File: src/rtl/nic_pkg.sv
package nic_pkg;

  // Level encoding shared by arbiter, stack and top
  typedef logic [1:0] lvl_t;

  localparam lvl_t LVL_NONE = 2'd0;
  localparam lvl_t LVL_LOW  = 2'd1;
  localparam lvl_t LVL_HIGH = 2'd2;
  localparam lvl_t LVL_TOP  = 2'd3;

  localparam int LVL_COUNT = 3;

endpackage

File: src/rtl/nic_slot_map.sv
module nic_slot_map
  import nic_pkg::*;
#(
  parameter int NUM_SLOTS     = 9,
  parameter int SRC_PER_SLOT  = 2,
  parameter int NUM_TOP_SLOTS = 2
) (
  input  logic [NUM_SLOTS*SRC_PER_SLOT-1:0] src_req,
  input  logic [NUM_SLOTS-1:0]              slot_en,
  input  logic [NUM_SLOTS-1:0]              lvl_sel,
  output logic [NUM_SLOTS-1:0]              slot_req,
  output lvl_t [NUM_SLOTS-1:0]              slot_lvl
);

  for (genvar g = 0; g < NUM_SLOTS; g++) begin : g_slot
    // any source of the pair raises the slot; R2: enable gates it
    assign slot_req[g] = slot_en[g] & (|src_req[g*SRC_PER_SLOT +: SRC_PER_SLOT]);

    // elevated level depends on the slot position
    if (g < NUM_TOP_SLOTS) begin : g_top
      assign slot_lvl[g] = lvl_sel[g] ? LVL_TOP : LVL_LOW;
    end else begin : g_std
      assign slot_lvl[g] = lvl_sel[g] ? LVL_HIGH : LVL_LOW;
    end
  end

endmodule

File: src/rtl/nic_arbiter.sv
module nic_arbiter
  import nic_pkg::*;
#(
  parameter int NUM_SLOTS = 9,
  localparam int IDX_W    = $clog2(NUM_SLOTS)
) (
  input  logic                 clk,
  input  logic                 rst,
  input  logic [NUM_SLOTS-1:0] slot_req,
  input  lvl_t [NUM_SLOTS-1:0] slot_lvl,
  input  lvl_t                 cur_level,
  output logic                 win_valid,
  output logic [IDX_W-1:0]     win_idx,
  output lvl_t                 win_lvl
);

  // Scan from the largest index down; ">=" lets a smaller index take
  // over at equal level, ">" keeps a greater level. Only levels
  // strictly above the level in service compete.
  always_comb begin
    win_valid = 1'b0;
    win_idx   = '0;
    win_lvl   = LVL_NONE;
    for (int i = NUM_SLOTS - 1; i >= 0; i--) begin
      if (slot_req[i] && (slot_lvl[i] > cur_level) && (slot_lvl[i] >= win_lvl)) begin
        win_valid = 1'b1;
        win_idx   = IDX_W'(i);
        win_lvl   = slot_lvl[i];
      end
    end
  end

  AST_WIN_ABOVE_SERVICE: assert property (@(posedge clk) disable iff (rst)
    win_valid |-> (win_lvl > cur_level));

  AST_WIN_IS_REQUESTING: assert property (@(posedge clk) disable iff (rst)
    win_valid |-> slot_req[win_idx]);

  AST_NO_WIN_WITHOUT_REQ: assert property (@(posedge clk) disable iff (rst)
    (slot_req == '0) |-> !win_valid);

endmodule

File: src/rtl/nic_level_stack.sv
module nic_level_stack
  import nic_pkg::*;
(
  input  logic clk,
  input  logic rst,
  input  logic push,
  input  lvl_t push_lvl,
  input  logic pop,
  output lvl_t cur_level
);

  // One flag per level; nesting is strictly increasing, so the set of
  // active levels is the whole nesting history.
  logic [LVL_COUNT-1:0] act_q, act_d;
  lvl_t                 cur_q, cur_d;

  always_comb begin
    logic cleared;
    act_d   = act_q;
    cleared = 1'b0;
    if (push) begin
      for (int l = 0; l < LVL_COUNT; l++) begin
        if (push_lvl == lvl_t'(l + 1)) act_d[l] = 1'b1;
      end
    end else if (pop) begin
      for (int l = LVL_COUNT - 1; l >= 0; l--) begin
        if (act_q[l] && !cleared) begin
          act_d[l] = 1'b0;
          cleared  = 1'b1;
        end
      end
    end
    cur_d = LVL_NONE;
    for (int l = 0; l < LVL_COUNT; l++) begin
      if (act_d[l]) cur_d = lvl_t'(l + 1);
    end
  end

  always_ff @(posedge clk) begin
    if (rst) begin
      act_q <= '0;
      cur_q <= LVL_NONE;
    end else begin
      act_q <= act_d;
      cur_q <= cur_d;
    end
  end

  assign cur_level = cur_q;

  AST_PUSH_SETS_LEVEL: assert property (@(posedge clk) disable iff (rst)
    push |=> (cur_level == $past(push_lvl)));

  AST_PUSH_STRICTLY_UP: assert property (@(posedge clk) disable iff (rst)
    push |-> (push_lvl > cur_level));

  AST_POP_LOWERS: assert property (@(posedge clk) disable iff (rst)
    (pop && !push && (cur_level != LVL_NONE)) |=> (cur_level < $past(cur_level)));

  AST_POP_EMPTY_STAYS: assert property (@(posedge clk) disable iff (rst)
    (pop && !push && (cur_level == LVL_NONE)) |=> (cur_level == LVL_NONE));

endmodule

File: src/rtl/nest_irq_ctrl.sv
module nest_irq_ctrl
  import nic_pkg::*;
#(
  parameter int NUM_SLOTS     = 9,
  parameter int SRC_PER_SLOT  = 2,
  parameter int NUM_TOP_SLOTS = 2,
  parameter int VEC_W         = 8,
  parameter int VEC_BASE      = 3,
  parameter int VEC_STEP      = 8,
  localparam int SRC_W        = NUM_SLOTS * SRC_PER_SLOT,
  localparam int IDX_W        = $clog2(NUM_SLOTS)
) (
  input  logic             clk,
  input  logic             rst,
  input  logic [SRC_W-1:0] src_req,
  input  logic [NUM_SLOTS-1:0] slot_en,
  input  logic [NUM_SLOTS-1:0] lvl_sel,
  input  logic             ack,
  input  logic             reti,
  output logic             irq,
  output logic [VEC_W-1:0] vector,
  output logic [1:0]       cur_level
);

  logic [NUM_SLOTS-1:0] slot_req;
  lvl_t [NUM_SLOTS-1:0] slot_lvl;
  logic                 win_valid;
  logic [IDX_W-1:0]     win_idx;
  lvl_t                 win_lvl;
  lvl_t                 svc_lvl;
  logic [VEC_W-1:0]     vec_next;

  logic             irq_q;
  logic [VEC_W-1:0] vec_q;
  lvl_t             pres_q;
  logic             push, pop;

  nic_slot_map #(
    .NUM_SLOTS    (NUM_SLOTS),
    .SRC_PER_SLOT (SRC_PER_SLOT),
    .NUM_TOP_SLOTS(NUM_TOP_SLOTS)
  ) u_map (
    .src_req (src_req),
    .slot_en (slot_en),
    .lvl_sel (lvl_sel),
    .slot_req(slot_req),
    .slot_lvl(slot_lvl)
  );

  nic_arbiter #(
    .NUM_SLOTS(NUM_SLOTS)
  ) u_arb (
    .clk      (clk),
    .rst      (rst),
    .slot_req (slot_req),
    .slot_lvl (slot_lvl),
    .cur_level(svc_lvl),
    .win_valid(win_valid),
    .win_idx  (win_idx),
    .win_lvl  (win_lvl)
  );

  // accept only while presenting; R10: return ignored in that cycle
  assign push = irq_q & ack;
  assign pop  = reti & ~push;

  nic_level_stack u_stack (
    .clk      (clk),
    .rst      (rst),
    .push     (push),
    .push_lvl (pres_q),
    .pop      (pop),
    .cur_level(svc_lvl)
  );

  // evenly spaced vector addresses
  assign vec_next = VEC_W'(VEC_BASE + int'(win_idx) * VEC_STEP);

  always_ff @(posedge clk) begin
    if (rst) begin
      irq_q  <= 1'b0;
      vec_q  <= '0;
      pres_q <= LVL_NONE;
    end else if (irq_q) begin
      if (ack) irq_q <= 1'b0;
    end else if (win_valid) begin // load once, then hold
      irq_q  <= 1'b1;
      vec_q  <= vec_next;
      pres_q <= win_lvl;
    end
  end

  assign irq       = irq_q;
  assign vector    = vec_q;
  assign cur_level = svc_lvl;

  AST_VECTOR_HELD: assert property (@(posedge clk) disable iff (rst)
    (irq_q && !ack) |=> (irq_q && $stable(vec_q) && $stable(pres_q)));

  AST_ACK_DROPS_IRQ: assert property (@(posedge clk) disable iff (rst)
    (irq_q && ack) |=> !irq_q);

  AST_PRESENTED_ABOVE: assert property (@(posedge clk) disable iff (rst)
    irq_q |-> (pres_q > svc_lvl));

  AST_IDLE_ACK_NO_EFFECT: assert property (@(posedge clk) disable iff (rst)
    (!irq_q && ack && !reti) |=> $stable(svc_lvl));

endmodule

File: config.mk
export PLATFORM = sky130hd
export DESIGN_NAME = nest_irq_ctrl
export DESIGN_NICKNAME = d
export VERILOG_FILES = /design/src/rtl/nic_pkg.sv /design/src/rtl/nic_slot_map.sv /design/src/rtl/nic_arbiter.sv /design/src/rtl/nic_level_stack.sv /design/src/rtl/nest_irq_ctrl.sv
export SDC_FILE = /design/constraint.sdc
export NUM_CORES = 1
export LEC_CHECK = 0
export BUFFER_PORTS_ARGS = -buffer_cell sky130_fd_sc_hd__buf_2
export CAP_MARGIN = 40
export CORE_ASPECT_RATIO = 0.9
export CORE_MARGIN = 3
export CORE_UTILIZATION = 56
export CTS_CLUSTER_DIAMETER = 150
export DETAILED_ROUTE_END_ITERATION = 8
export PLACE_DENSITY = 0.95
export REMOVE_ABC_BUFFERS = 1
export SLEW_MARGIN = 15
export SYNTH_ARGS = -nofsm -noshare
export SYNTH_HDL_FRONTEND = slang
export SYNTH_SLANG_ARGS = --single-unit
File: constraint.sdc
create_clock -name clk -period 23.3 [get_ports clk]
set_input_delay 3.495 -clock clk [delete_from_list [all_inputs] [get_ports clk]]
set_output_delay 3.495 -clock clk [all_outputs]
set_load 0.1 [all_outputs]
==> flow_summary.json, run 1 <==
{
  "rows": 18,
  "cp_max_fo": 9,
  "netlist_area_sq_um": 1780,
  "io_buffers": 48,
  "clockRootBuffer": "clkbuf_4",
  "antenna_cells": 0,
  "numCtsBuffers": 3,
  "hold_violations": 0,
  "fmax_mhz": 71.39,
  "slowest_delay_ps": 490,
  "crit_path_top_delay_cell": "or4b_1",
  "multi_input_area_sq_um": 1419,
  "drt_iter0_markers": 92,
  "fillCellCount": 238,
  "final_area_sq_um": 2057,
  "die_w_um": 65.44,
  "criticalPathCategory": "in2reg",
  "synth-main-ff-cell": "dfxtp_1",
  "tightestPinTransition_ps": 531.7,
  "leakagePower_nw": 0.9967,
  "fin_ws_ps": 9292,
  "clock_skew_ps": 4.707,
  "wl_per_cell_um": 13.89,
  "syn_to_final_growth_pct": 15.53,
  "synth_top_area_share_pct": 18.97,
  "grt_pass1_vias": 1664,
  "worst_ir_drop_vdd_mv": 0.06958,
  "die-area_sq_um": 3893,
  "layout.area.seq_sq_um": 260.3,
  "drtPass1Iterations": 7,
  "grt_usage_pct": 22.03,
  "tritoncts": "done",
  "core_area_sq_um": 2883,
  "synth_cells": 217,
  "start_util_pct": 61.76,
  "htree_levels": 1,
  "crit_required_ps": 23490,
  "avgSynthCellArea_sq_um": 8.205,
  "via_per_inst": 6.141,
  "hpwlAfterDp_mm": 3.320,
  "holdPathStages": 2,
  "start_kind": "input port",
  "gp_congestion": 0.8090,
  "num_io_pins": 51,
  "status": "complete, no violations",
  "drv_cap": 0,
  "dieHeight_um": 59.49,
  "ys_ff_latch": 13,
  "ys_seq_area_share_pct": 14.62,
  "yosys.area.top_type": "ha_1",
  "synth.area.top_cells": "ha_1, dfxtp_1, a21oi_1, o21ai_0, nor2_1",
  "overflow": 0,
  "cp.arrival_ps": 14200,
  "grt_pass1_wl_mm": 6.955,
  "dpl_cell_area_sq_um": 2029,
  "clk_latency_ps": 280,
  "clock-sinks": 13,
  "ant_nets": 0,
  "synth-edff-count": 0,
  "yosysWarnings": 0,
  "worst_path_most_repeated_cell": "ha_1",
  "dpl.cell_count": 300,
  "cts_setup_buffers": 0,
  "period_share_pct": 60.12,
  "synthArstFlopShare_pct": 0,
  "drive_above_1_share_pct": 29.17,
  "post-route-min-period_ps": 14010,
  "final-instance-count-excl-fill": 304,
  "worst_r2r_path_depth": 55,
  "synth_cell_types": 60,
  "antenna_found_initial": 0,
  "dpl_worst_slack_ps": 9174,
  "cts_resized": 0,
  "clkTransAtPathRegs_ps": 80,
  "grt_start_max_net_pins": 14,
  "vias": 1867,
  "slew-limit-headroom_pct": 64.39,
  "power_density_nw_per_um2": 59.58,
  "rsz0062_at_grt": "no",
  "route.detailed.drc": 0,
  "postLayoutCoreUtil_pct": 71.35,
  "synth_most_common_cell": "ha_1",
  "worstSetupEndpointType": "flip-flop",
  "hp-class": "reg2reg",
  "finalSetupViolations": 0,
  "cts_buffer_depth": 2,
  "cts_hold_buf": 0,
  "setup_tns_ps": 0,
  "final_max_slew_viol_count": 0,
  "synthTopCellsByCount": "ha_1, a21oi_1, nor2_1",
  "routed_wl_mm": 4.223,
  "final_nets": 332
}
[stage by stage]
step / power (mW) / hold slack, ps
6_report: 0.1225 / 486.5
5_1_grt: 0.1316 / 519.9
4_1_cts: 0.1219 / 493.6
3_5_place_dp: 0.1071 / 473.8
3_3_place_gp: 0.1040 / 461.1
2_1_floorplan: 0.09068 / 461.2
[report_power, final]
group / internal, mW / switching (mW) / total, mW
sequential: 0.0254 / 0.00282 / 0.0282
combinational: 0.0285 / 0.0516 / 0.0801
clock: 0.00638 / 0.00787 / 0.0143
total: 0.0602 / 0.0623 / 0.123
[logic make-up (layout without fill, tap and decap cells)]
kind of cell / Yosys count / count (layout) / synth area share (%)
flip-flops: 13 / 13 / 14.62
AO/OA/AOI/OAI: 78 / 78 / 35.84
multiplexers: 2 / 2 / 1.124
buffers and inverters: 22 / 68 / 5.903
AND/OR/NAND/NOR: 74 / 74 / 23.33
adder cells (fa/ha/maj): 27 / 27 / 18.97
other: 1 / 2 / 0.2106
[final timing paths]
path	start	end	slack, ps
worst max-delay path	lvl_sel[8]	pres_q[1]	9290
worst min-delay path	vector[1]	vector[1]	490
worst min register to register	vector[1]	vector[1]	490
worst max register to register	u_stack.cur_level[1]	pres_q[1]	12010
[worst max-delay path, delay by kind of cell]
family                     cells  cell delay, ps
adders and majority gates      9            2420
buffers and inverters          4             350
AOI/OAI and AO/OA             20            3510
and+or+nand+nor               22            4410
[cell type report]
type                       count  share of cell area [%]
clock buffer                   3                   1.095
clock inverter                 1                  0.2433
inverter                      16                   2.920
multi-input combinational    183                   68.98
sequential                    13                   12.65
tap                           40                   2.433
timing repair buffer          48                   11.68
[routing by layer]
layer | wire (um) | vias to the layer above | GRT usage [%]
li1 | - | 915 | -
met1 | 1813 | 864 | 29.57
met2 | 2065 | 78 | 37.66
met3 | 292 | 10 | 2.846
met4 | 52 | 0 | 5.030
met5 | 0 | - | 0
[cell usage in the layout (no fill, tap or decap), types with 4 or more instances in the layout]
| cell | instances |
|---|---|
| a21o_1 | 4 |
| nor2_1 | 17 |
| o21ai_0 | 13 |
| inv_1 | 16 |
| dfxtp_1 | 13 |
| ha_1 | 27 |
| or2_2 | 6 |
| a21oi_1 | 17 |
| o211ai_1 | 7 |
| nand2_1 | 15 |
| nand2b_1 | 9 |
| buf_2 | 48 |
| nor3_1 | 4 |
[flip-flops by register name, indices dropped and copies added (netlist names)]
register           cells
vector                 5
u_stack.act_q          3
pres_q                 2
u_stack.cur_level      2
irq                    1
Note: power is estimated with default switching activity, not from simulation.
==> inputs of run 2 (changes only) <==
- CORE_UTILIZATION: 56 -> 53
- PLACE_DENSITY: 0.95 -> 0.92
- clock period: 23.3 -> 13.75 ns (I/O delays scaled with it)
==> flow_summary.json, run 2 (synthesis results as in run 1) <==
{
  "status": "complete, no violations",
  "whs_ps": 488.3,
  "largest_reg_flops": 5,
  "grt_pass1_wl_mm": 6.589,
  "clock-sinks": 13,
  "sw_frac_of_total_pct": 48.29,
  "io_buffers": 48,
  "fmax_mhz": 80.41,
  "period_share_pct": 90.44,
  "finalSetupViolations": 0,
  "tritoncts": "done",
  "mostFrequentLayoutCells": "buf_2, ha_1, a21oi_1, nor2_1, inv_1",
  "wl_per_cell_um": 12.97,
  "leakagePower_nw": 1.004,
  "vias": 1754,
  "reg2reg_to": "pres_q[1]",
  "rows": 19,
  "dpl_worst_slack_ps": 1141,
  "p_seq_share_pct": 22.3,
  "grt_pass1_vias": 1549,
  "cts_buffer_depth": 2,
  "layout.area.seq_sq_um": 260.3,
  "cp_top_family": "simple AND/OR/NAND/NOR gates",
  "drtPass1Iterations": 4,
  "endpoint": "pres_q[1]",
  "final_common_cell": "buf_2",
  "ant_nets": 0,
  "gp_congestion": 0.8205,
  "cts_setup_buffers": 0,
  "die-area_sq_um": 4092,
  "worst_r2r_path_depth": 55,
  "drt_iter0_markers": 60,
  "cp.arrival_ps": 12580,
  "clockRootBuffer": "clkbuf_8",
  "multi_input_area_sq_um": 1419,
  "crit_required_ps": 13890,
  "overflow": 0,
  "syn_to_final_growth_pct": 16.73,
  "cts_hold_buf": 0,
  "r2r-start": "u_stack.cur_level[1]",
  "final_max_slew_viol_count": 0,
  "slowest_delay_ps": 470,
  "rsz0062_at_grt": "no",
  "worst_ir_drop_vdd_mv": 0.1162,
  "crit_start": "lvl_sel[8]",
  "clk_latency_ps": 240,
  "fin_ws_ps": 1314,
  "reg2reg_slack_ps": 2630,
  "core_area_sq_um": 3138,
  "antenna_cells": 0,
  "path_depth": 55,
  "die_w_um": 67.10,
  "drv_cap": 0,
  "start_kind": "input port",
  "routed_wl_mm": 3.970,
  "clock_power_share_pct": 15.8,
  "p_int_mw": 0.1110,
  "hp-class": "reg2reg",
  "power_frac_comb_pct": 61.9,
  "grt_start_max_net_pins": 14,
  "criticalPathCategory": "in2reg",
  "crit_path_top_delay_cell": "or4b_1",
  "hold_violations": 0,
  "worstSetupEndpointType": "flip-flop",
  "path_buf_inv": 4,
  "post-route-min-period_ps": 12440,
  "htree_levels": 1,
  "numCtsBuffers": 3,
  "via_per_inst": 5.732,
  "worst_path_most_repeated_cell": "ha_1",
  "cp_max_fo": 9,
  "setup_tns_ps": 0,
  "power_density_nw_per_um2": 103.3,
  "clkTransAtPathRegs_ps": 60,
  "final_nets": 332,
  "fillCellCount": 279,
  "num_io_pins": 51,
  "clock_skew_ps": 2.197,
  "drive_above_1_share_pct": 29.17,
  "cts_resized": 0,
  "route.detailed.drc": 0,
  "dieHeight_um": 60.99,
  "start_util_pct": 56.74,
  "antenna_found_initial": 0,
  "power.switching_mw": 0.1037,
  "grt_usage_pct": 20.13,
  "hpwlAfterDp_mm": 3.255
}
run 2: layer usage:
metal  wire, um  global-route usage, %  up-vias
li1           -                      -      911
met1       1870                  27.91      797
met2       1856                  33.89       44
met3        221                  2.222        2
met4         21                  4.046        0
met5          0                      0        -
run 2: power groups by stage:
stage	Sequential [mW]	Clock [mW]	Combinational, mW
final	0.0478	0.0340	0.133
after global routing	0.0485	0.0368	0.148
after CTS	0.0477	0.0345	0.133
after detailed placement	0.0484	0	0.132
after global placement	0.0484	0	0.129
after floorplan	0.0748	0	0.0788
run 2: worst min path at each step:
stage / cells after the start / end / start
after detailed placement: 2 / vector[5] / vector[5]
after floorplan: 2 / u_stack.act_q[0] / u_stack.act_q[0]
after global placement: 2 / vector[5] / vector[5]
final: 2 / vector[1] / vector[1]
after global routing: 2 / vector[5] / vector[5]
after CTS: 2 / vector[1] / vector[1]
run 2: metrics by stage:
stage | cells | area [sq um] | utilization (%) | power [mW]
2_1_floorplan | 212 | 1739 | - | 0.1537
3_3_place_gp | 302 | 2032 | 64.75 | 0.1770
3_5_place_dp | 302 | 2032 | 64.75 | 0.1805
4_1_cts | 306 | 2078 | 66.23 | 0.2151
5_1_grt | 306 | 2078 | 66.23 | 0.2328
6_report | 306 | 2078 | 66.23 | 0.2147
run 2: area by class of cell:
type                       count  share of cell area [%]
timing repair buffer          48                   11.56
inverter                      16                   2.890
clock inverter                 1                  0.2408
clock buffer                   3                   1.987
tap                           42                   2.529
multi-input combinational    183                   68.27
sequential                    13                   12.52
run 2: worst register-to-register path: cells and delay by family (launching register included):
family          cells  cell delay, ps
fa+ha+maj           9            2430
simple gates       22            4310
buf+inv             4             500
compound gates     20            3450
flops               1             310
